### src/rtl/mdio_mgmt_pkg.sv
package mdio_mgmt_pkg;

    localparam int FRAME_BITS = 64;
    localparam int IDX_W      = $clog2(FRAME_BITS);
    localparam int TA_FIRST   = 46;
    localparam int TA_ACK     = 47;
    localparam int RD_FIRST   = 48;
    localparam int REG_W      = 5;
    localparam int PHY_W      = 5;
    localparam int DATA_W     = 16;
    localparam int BUS_W      = 32;

    localparam int GO_BIT     = 31;
    localparam int WR_BIT     = 30;
    localparam int ACK_BIT    = 29;
    localparam int REG_LSB    = 21;
    localparam int PHY_LSB    = 16;

    typedef enum logic [2:0] {
        RA_CMD    = 3'd0,
        RA_RAW    = 3'd1,
        RA_MSET   = 3'd2,
        RA_MCLR   = 3'd3,
        RA_MASKED = 3'd4
    } reg_addr_e;

    typedef struct packed {
        logic              go;
        logic              wr;
        logic              ack;
        logic [REG_W-1:0]  regadr;
        logic [PHY_W-1:0]  phyadr;
        logic [DATA_W-1:0] data;
    } cmd_t;

    typedef struct packed {
        logic              wr;
        logic [PHY_W-1:0]  phyadr;
        logic [REG_W-1:0]  regadr;
        logic [DATA_W-1:0] data;
    } req_t;

    typedef struct packed {
        logic              ack;
        logic [DATA_W-1:0] data;
    } rsp_t;

    function automatic cmd_t decode_cmd(input logic [BUS_W-1:0] w);
        cmd_t c;
        c.go     = w[GO_BIT];
        c.wr     = w[WR_BIT];
        c.ack    = 1'b0;
        c.regadr = w[REG_LSB +: REG_W];
        c.phyadr = w[PHY_LSB +: PHY_W];
        c.data   = w[DATA_W-1:0];
        return c;
    endfunction

    function automatic logic [BUS_W-1:0] encode_cmd(input cmd_t c);
        logic [BUS_W-1:0] w;
        w = '0;
        w[GO_BIT]            = c.go;
        w[WR_BIT]            = c.wr;
        w[ACK_BIT]           = c.ack;
        w[REG_LSB +: REG_W]  = c.regadr;
        w[PHY_LSB +: PHY_W]  = c.phyadr;
        w[DATA_W-1:0]        = c.data;
        return w;
    endfunction

    function automatic logic [FRAME_BITS-1:0] build_frame(input req_t r);
        return {32'hFFFF_FFFF,
                2'b01,
                (r.wr ? 2'b01 : 2'b10),
                r.phyadr,
                r.regadr,
                (r.wr ? 2'b10 : 2'b11),
                (r.wr ? r.data : {DATA_W{1'b1}})};
    endfunction

endpackage

### src/rtl/mdio_mdc_gen.sv
module mdio_mdc_gen #(
    parameter int HALF = 4
) (
    input  logic clk,
    input  logic rst,
    input  logic en,
    output logic mdc,
    output logic rise_evt,
    output logic fall_evt
);
    localparam int CW = (HALF > 1) ? $clog2(HALF) : 1;

    logic [CW-1:0] cnt;
    logic          wrap;

    assign wrap     = en && (cnt == CW'(HALF - 1));
    assign rise_evt = wrap && !mdc;
    assign fall_evt = wrap && mdc;

    always_ff @(posedge clk) begin
        if (rst || !en) begin
            cnt <= '0;
            mdc <= 1'b0;
        end else if (wrap) begin
            cnt <= '0;
            mdc <= ~mdc;
        end else begin
            cnt <= cnt + 1'b1;
        end
    end

endmodule

### src/rtl/mdio_frame_engine.sv
module mdio_frame_engine
    import mdio_mgmt_pkg::*;
(
    input  logic clk,
    input  logic rst,
    input  logic start,
    input  req_t req,
    input  logic rise_evt,
    input  logic fall_evt,
    input  logic mdio_i,
    output logic busy,
    output logic mdio_o,
    output logic mdio_oe,
    output logic done,
    output rsp_t rsp
);
    localparam logic [IDX_W-1:0] LAST_IDX = IDX_W'(FRAME_BITS - 1);

    logic [FRAME_BITS-1:0] sh;
    logic [IDX_W-1:0]      idx;
    logic                  wr_q;
    logic                  ack_q;
    logic [DATA_W-1:0]     rd_sh;

    assign mdio_o   = sh[FRAME_BITS-1];
    assign done     = busy && fall_evt && (idx == LAST_IDX);
    assign rsp.ack  = ack_q;
    assign rsp.data = rd_sh;

    always_ff @(posedge clk) begin
        if (rst) begin
            sh      <= '1;
            idx     <= '0;
            wr_q    <= 1'b0;
            busy    <= 1'b0;
            mdio_oe <= 1'b0;
            ack_q   <= 1'b0;
            rd_sh   <= '0;
        end else if (start && !busy) begin
            sh      <= build_frame(req);
            idx     <= '0;
            wr_q    <= req.wr;
            busy    <= 1'b1;
            mdio_oe <= 1'b1;
            ack_q   <= 1'b0;
        end else if (busy) begin
            if (rise_evt) begin
                if (idx == IDX_W'(TA_ACK)) begin
                    ack_q <= ~mdio_i;
                end
                if (idx >= IDX_W'(RD_FIRST)) begin
                    rd_sh <= {rd_sh[DATA_W-2:0], mdio_i};
                end
            end
            if (fall_evt) begin
                if (idx == LAST_IDX) begin
                    busy    <= 1'b0;
                    mdio_oe <= 1'b0;
                end else begin
                    idx     <= idx + 1'b1;
                    sh      <= {sh[FRAME_BITS-2:0], 1'b1};
                    mdio_oe <= wr_q || (idx < IDX_W'(TA_FIRST - 1));
                end
            end
        end
    end

endmodule

### src/rtl/mdio_irq_ctl.sv
module mdio_irq_ctl (
    input  logic clk,
    input  logic rst,
    input  logic set_evt,
    input  logic raw_clr,
    input  logic mask_set,
    input  logic mask_clr,
    output logic raw,
    output logic mask,
    output logic masked,
    output logic irq
);
    always_ff @(posedge clk) begin
        if (rst) begin
            raw  <= 1'b0;
            mask <= 1'b0;
        end else begin
            if (set_evt) begin
                raw <= 1'b1;
            end else if (raw_clr) begin
                raw <= 1'b0;
            end
            if (mask_set) begin
                mask <= 1'b1;
            end else if (mask_clr) begin
                mask <= 1'b0;
            end
        end
    end

    assign masked = raw & mask;
    assign irq    = masked;

endmodule

### src/rtl/mdio_mgmt_ctrl.sv
module mdio_mgmt_ctrl
    import mdio_mgmt_pkg::*;
#(
    parameter int MDC_HALF = 4
) (
    input  logic        clk,
    input  logic        rst,
    input  logic        host_we,
    input  logic [2:0]  host_addr,
    input  logic [31:0] host_wdata,
    output logic [31:0] host_rdata,
    output logic        mdc,
    output logic        mdio_o,
    output logic        mdio_oe,
    input  logic        mdio_i,
    output logic        irq
);
    cmd_t cmd_q;
    cmd_t cmd_in;
    req_t req;
    rsp_t rsp;
    logic cmd_accept;
    logic start;
    logic eng_busy;
    logic eng_done;
    logic rise_evt;
    logic fall_evt;
    logic irq_raw;
    logic irq_mask;
    logic irq_masked;
    logic wr_raw;
    logic wr_mset;
    logic wr_mclr;

    assign cmd_in     = decode_cmd(host_wdata);
    assign cmd_accept = host_we && (host_addr == RA_CMD) && !cmd_q.go;
    assign start      = cmd_accept && cmd_in.go;
    assign wr_raw     = host_we && (host_addr == RA_RAW)  && host_wdata[0];
    assign wr_mset    = host_we && (host_addr == RA_MSET) && host_wdata[0];
    assign wr_mclr    = host_we && (host_addr == RA_MCLR) && host_wdata[0];

    assign req.wr     = cmd_in.wr;
    assign req.phyadr = cmd_in.phyadr;
    assign req.regadr = cmd_in.regadr;
    assign req.data   = cmd_in.data;

    always_ff @(posedge clk) begin
        if (rst) begin
            cmd_q <= '0;
        end else if (cmd_accept) begin
            cmd_q <= cmd_in;
        end else if (eng_done) begin
            cmd_q.go  <= 1'b0;
            cmd_q.ack <= !cmd_q.wr && rsp.ack;
            if (!cmd_q.wr) begin
                cmd_q.data <= rsp.data;
            end
        end
    end

    mdio_mdc_gen #(
        .HALF(MDC_HALF)
    ) u_mdc_gen (
        .clk      (clk),
        .rst      (rst),
        .en       (eng_busy),
        .mdc      (mdc),
        .rise_evt (rise_evt),
        .fall_evt (fall_evt)
    );

    mdio_frame_engine u_engine (
        .clk      (clk),
        .rst      (rst),
        .start    (start),
        .req      (req),
        .rise_evt (rise_evt),
        .fall_evt (fall_evt),
        .mdio_i   (mdio_i),
        .busy     (eng_busy),
        .mdio_o   (mdio_o),
        .mdio_oe  (mdio_oe),
        .done     (eng_done),
        .rsp      (rsp)
    );

    mdio_irq_ctl u_irq (
        .clk      (clk),
        .rst      (rst),
        .set_evt  (eng_done),
        .raw_clr  (wr_raw),
        .mask_set (wr_mset),
        .mask_clr (wr_mclr),
        .raw      (irq_raw),
        .mask     (irq_mask),
        .masked   (irq_masked),
        .irq      (irq)
    );

    always_comb begin
        host_rdata = '0;
        case (host_addr)
            RA_CMD:    host_rdata = encode_cmd(cmd_q);
            RA_RAW:    host_rdata[0] = irq_raw;
            RA_MSET,
            RA_MCLR:   host_rdata[0] = irq_mask;
            RA_MASKED: host_rdata[0] = irq_masked;
            default:   host_rdata = '0;
        endcase
    end

endmodule

### config.mk
export PLATFORM = sky130hd
export DESIGN_NAME = mdio_mgmt_ctrl
export DESIGN_NICKNAME = d
export VERILOG_FILES = /design/src/rtl/mdio_mgmt_pkg.sv /design/src/rtl/mdio_mdc_gen.sv /design/src/rtl/mdio_frame_engine.sv /design/src/rtl/mdio_irq_ctl.sv /design/src/rtl/mdio_mgmt_ctrl.sv
export SDC_FILE = /design/constraint.sdc
export NUM_CORES = 1
export LEC_CHECK = 0
export ABC_CLOCK_PERIOD_IN_PS = 5200
export BUFFER_PORTS_ARGS = -buffer_cell sky130_fd_sc_hd__buf_2
export CORE_UTILIZATION = 55
export DETAILED_ROUTE_END_ITERATION = 8
export PLACE_DENSITY = 0.74
export RECOVER_POWER = 25
export SYNTH_ARGS = -nofsm -noshare
export SYNTH_HDL_FRONTEND = slang
export SYNTH_SLANG_ARGS = --single-unit
### constraint.sdc
create_clock -name clk -period 5.2 [get_ports clk]
set_clock_uncertainty 0.1 [all_clocks]
set_input_delay 0.52 -clock clk [delete_from_list [all_inputs] [get_ports clk]]
set_output_delay 0.52 -clock clk [all_outputs]
set_load 0.01 [all_outputs]
After elaboration in Yosys (flattened, before gate mapping). Index checks and enable logic that the tools add are counted.

Register bits after elaboration: 124. Bits of input ports: 39. Output and inout bits: 36. Word-level logic and storage cells: 100.

Add/subtract/negate cells: 2. Order comparisons: 2. Equal/unequal tests: 9. Multiplexer cells: 26. Bitwise operators: 5. Reduce and logical (&&, ||, !) cells: 38.

Operators by type and width (number): 2-to-1 mux 32 bit (4); 2-to-1 mux 16 bit (4); 2-to-1 mux 31 bit (1); logical AND 1 bit (16); 2-to-1 mux 1 bit (15); equality test 6 bit (second input constant) (2); nonzero test 2 bit (5); AND reduction 3 bit (3); OR reduction 2 bit (4); adder 6 x 1 -> 6 bit (second input constant) (1); equality test 3 x 2 -> 1 bit (second input constant) (2); greater-or-equal comparator 6 bit (second input constant) (1); less-than comparator 6 bit (second input constant) (1); logical NOT 1 bit (4); inequality test 2 x 1 -> 1 bit (second input constant) (2); NOT 1 bit (4); case mux 1 bit (4 select lines) (1); AND reduction 2 bit (2); AND reduction 4 bit (1); equality test 3 x 1 -> 1 bit (second input constant) (1); equality test 3 bit (second input constant) (1); logical NOT 3 bit (1); adder 2 x 1 -> 2 bit (second input constant) (1); equality test 2 bit (second input constant) (1); 3 further kinds (4).

Depth between registers and ports, before layout.
Word-level depth: 7. Gate-level depth with buffers: 7. Mapped depth without buffers: 6.

Hierarchy. A second synthesis with hierarchy kept.

Cell total of the unflattened synthesis: 652. Area, all modules: 5967.0 um^2.

By module, submodules not included: mdio_frame_engine (times used 1, cells an instance 445, area each 4083.9 um^2, seq. area each 1801.7 um^2); mdio_mgmt_ctrl (times used 1, cells an instance 185, area each 1681.6 um^2, seq. area each 580.6 um^2); mdio_mdc_gen (times used 1, cells an instance 12, area each 117.6 um^2, seq. area each 60.1 um^2); mdio_irq_ctl (times used 1, cells an instance 10, area each 83.8 um^2, seq. area each 40.0 um^2).

Worst setup path before layout. No wires, ideal clock.

Path kind: input to output. From: input port host_addr[2]. To: output port host_rdata[10]. Arrival time: 1451 ps. Data required time: 4580 ps. Path slack: 3129 ps. Stages: 4. Buffers on the path: 2. Cell sequence: nor3_2 -> clkbuf_1 -> clkbuf_1 -> and2_1.

Word-level cells in the longest chain between the ends: 2.

RTL lines: start, declared (RTL line mdio_mgmt_ctrl.sv:9) `input logic [2:0] host_addr,`; logical NOT 3 bit (RTL line mdio_mgmt_ctrl.sv:102) `case (host_addr)`; 2-to-1 mux 31 bit (RTL line mdio_mgmt_ctrl.sv:102); end, declared (RTL line mdio_mgmt_ctrl.sv:11) `output logic [31:0] host_rdata,`.

Every way passes these cells.

Final worst setup path.
From: input port host_addr[1]. To: register cmd_q[1] (netlist name).

Word-level cells in the longest chain between the ends: 5. Elaborated cells between the ends (all ways): 7. Classes of those cells: 1 x eq/ne; 1 x mux; 5 x reduce/logical.

RTL lines: logical NOT 3 bit * (RTL line mdio_mgmt_ctrl.sv:36) `assign cmd_accept = host_we && (host_addr == RA_CMD) && !cmd_q.go;`; logical AND 1 bit * (2 in series) (RTL line mdio_mgmt_ctrl.sv:36); inequality test 2 x 1 -> 1 bit (no source line) or nonzero test 2 bit (tied branches); AND reduction 2 bit (no source line); end signal, assigned (RTL line mdio_mgmt_ctrl.sv:51) `cmd_q <= cmd_in;`; end, declared (RTL line mdio_mgmt_ctrl.sv:18) `cmd_t cmd_q;`.

Every way passes the cells marked *; elsewhere a longest branch is shown, timed or not. A chain may end at the register's enable or synchronous reset.

==> results.yml <==
global_route:
  gr-usage-all-layers_pct: 26.0
  grt_start_max_net_pins: 50
  antenna_found_initial: 0
  grt_pass1_wl_um: 20200
  grt.overflow.total: 0
  grt_pass1_vias: 4237
synth:
  synth_compound_area_share_pct: 18.3
  synth_top_family_by_area: "simple AND/OR/NAND/NOR gates"
  synth-edff-count: 0
  yosys.area_share.simple_pct: 26.8
  synth_top_area_cell: "dfxtp_1"
  netlist_area_um2: 5170
  synth_top_area_share_pct: 48.0
  synth_cell_types: 49
  ys.flop_type: "dfxtp_1"
  synth-seq-area-share_pct: 48.0
  syn_area_per_cell_um2: 8.45
  ys_seq_elements: 124
  synthMuxAreaShare_pct: 0.775
  async_flop_share_pct: 0
  synth_fa_ha_area_share_pct: 0.726
  ys.warnings.count: 0
  synth_xor_area_share_pct: 0.339
  synth.area.top_cells: "dfxtp_1 (48%), nand2_1 (11%), a221o_1 (5.4%)"
  synth_cells: 612
job:
  drv_cap: 2
setup_path:
  startpoint_type: "input pin"
  worstReg2RegEnd: "u_engine.mdio_oe$_SDFFE_PP0P_"
  cp.arrival_ns: 3.58
  startpoint: "host_addr[1]"
  worstPathRequired_ns: 5.41
  critPathCaptureType: "flip-flop"
  reg2reg_from: "u_mdc_gen.cnt[0]$_SDFF_PP0_"
  path_max_fanout: 32
  rrSetupSlack_ns: 2.48
  critPathKind: "in -> reg"
  r2r_cells: 6
routing:
  drt_wl_total_um: 12000
  dr_total_vias: 4503
  wl_met2_um: 5740
  wl_per_cell_um: 15.3
  drtAntennaViolNets: 0
  met1_length_um: 5390
  topRoutingLayerUsed: "met4"
  dr.pass1.iters: 5
  wl_met3_um: 710
  drc: 0
  drt_iter0_markers: 183
  avgViaCountPerCell: 5.75
timing:
  holdWs_ns: 0.159
  tns_ns: 0
  fin_crit_sh_pct: 64.7
  setup_ws_ns: 1.83
  rsz0062_at_grt: "false"
  max_freq_ghz: 0.297
  worst_pin_slew_ns: 2.10
  relSlewSlack_pct: -40.3
  setup_viol: 0
  drv_slew: 87
  hold_violations: 0
  post-route-min-period_ns: 3.37
final_layout:
  nets: 701
  fin_area_um2: 6090
  layout.cells.non_filler: 783
  syn_to_final_growth_pct: 17.9
  final_common_cell: "nand2_1"
  diodes: 0
  drive_gt1_share_pct: 14.6
  layout_common_cells: "nand2_1 (155), dfxtp_1 (124), buf_2 (58)"
  post-route-util_pct: 66.6
floorplan:
  die_y_um: 98.9
  die-area_um2: 9790
  fp.dieW_um: 98.9
  ioPinCount: 75
  core_area_um2: 9150
  start_util_pct: 56.5
  rows: 35
clock_tree:
  clock-root-buffer: "clkbuf_8"
  cts_tree: "yes"
  ctsHoldBuffers: 0
  numCtsBuffers: 17
  clock_latency_ns: 0.51
  cts_buffer_depth: 2
  post-cts-setup-buffers: 0
  cts_sinks: 124
  cts_resized: 0
  path_clk_slew_ns: 0.06
  ctsHtreeMaxLevel: 4
placed_design:
  hpwlAfterDp_um: 7330
  place_congestion: 0.777
  preCtsSetupSlack_ns: 2.32
  numPortBuffers: 67
  place_area_um2: 5480
  dpl.cell_count: 751
hold_path:
  hold_end: "cmd_q[17]$_SDFFE_PP0N_"
  hold_path_depth: 3
  hold_path_startpoint: "host_wdata[17]"
  hold_path.class: "in -> reg"
power:
  ir_drop_v: 0.000259
  finalPower_mw: 2.34
  power_density_nw_per_um2: 384
  leakagePower_nw: 2.48
run_status:
  violations: "capacitance limit, slew limit"
  outcome: "complete, but fails checks"
-- cells by family (layout without fill, tap and decap cells) --
family / Yosys count / count (layout)
xor gates and xnor gates: 2 / 2
adders and majority gates: 3 / 3
DFF: 124 / 124
and+or+nand+nor: 293 / 293
muxes: 4 / 4
other: 1 / 3
buffers and inverters: 54 / 112
AOI/OAI and AO/OA: 131 / 131
-- layer usage --
metal	track usage, %	vias to the layer above
met2	42.7	127
met1	32.7	2162
met5	0	-
met4	9.76	0
met3	6.88	15
li1	-	2199
-- Yosys cell counts (5+ instances only) --
cell type / number
nand2_1: 155
dfxtp_1: 124
a21oi_1: 44
nand3_1: 36
and2_1: 29
a221o_1: 28
a21o_1: 26
clkbuf_1: 23
nor2_1: 23
nand2b_1: 19
buf_2: 15
a211oi_1: 11
inv_1: 6
a311oi_1: 5
buf_4: 5
nor3_1: 5
-- worst max-delay path, cell delays in order --
cell	delay, ns
buf_2	0.13
nor3_1	0.32
clkbuf_1	0.97
nand2_1	1.13
nor2_1	0.40
a211oi_1	0.10
-- power by group --
group	switching, mW	total, mW	internal (mW)
clock network	0.435	1.28	0.844
registers	0.00682	0.969	0.963
logic	0.0532	0.0885	0.0353
-- worst max-delay path by stage --
| stage | to | cells past startpoint |
|---|---|---|
| 6_report | cmd_q[1]$_SDFFE_PP0P_ | 6 |
| 5_1_grt | cmd_q[1]$_SDFFE_PP0P_ | 6 |
| 4_1_cts | u_engine.mdio_oe$_SDFFE_PP0P_ | 6 |
| 3_5_place_dp | u_engine.sh[16]$_SDFFE_PP1P_ | 5 |
| 3_3_place_gp | u_engine.sh[29]$_SDFFE_PP1P_ | 5 |
| 2_1_floorplan | host_rdata[10] | 4 |
-- cell type report --
class | instances | area, µm²
clock buffers | 19 | 432
clock inverters | 13 | 215
fillers | 769 | 3060
inverters | 6 | 22.5
multi-input cells | 436 | 2440
flip-flops and latches | 124 | 2480
well taps | 111 | 139
repair buffers | 74 | 365
-- registers in the layout, summed over array words and instances, names as in the netlist --
signal,flops
u_irq.mask,1
u_irq.raw,1
u_engine.rd_sh,16
u_mdc_gen.mdc,1
u_engine.sh,64
u_mdc_gen.cnt,2
u_engine.idx,6
u_engine.ack_q,1
cmd_q,29
u_engine.wr_q,1
u_engine.mdio_oe,1
u_engine.busy,1
Note: power is estimated with default switching activity, not from simulation.
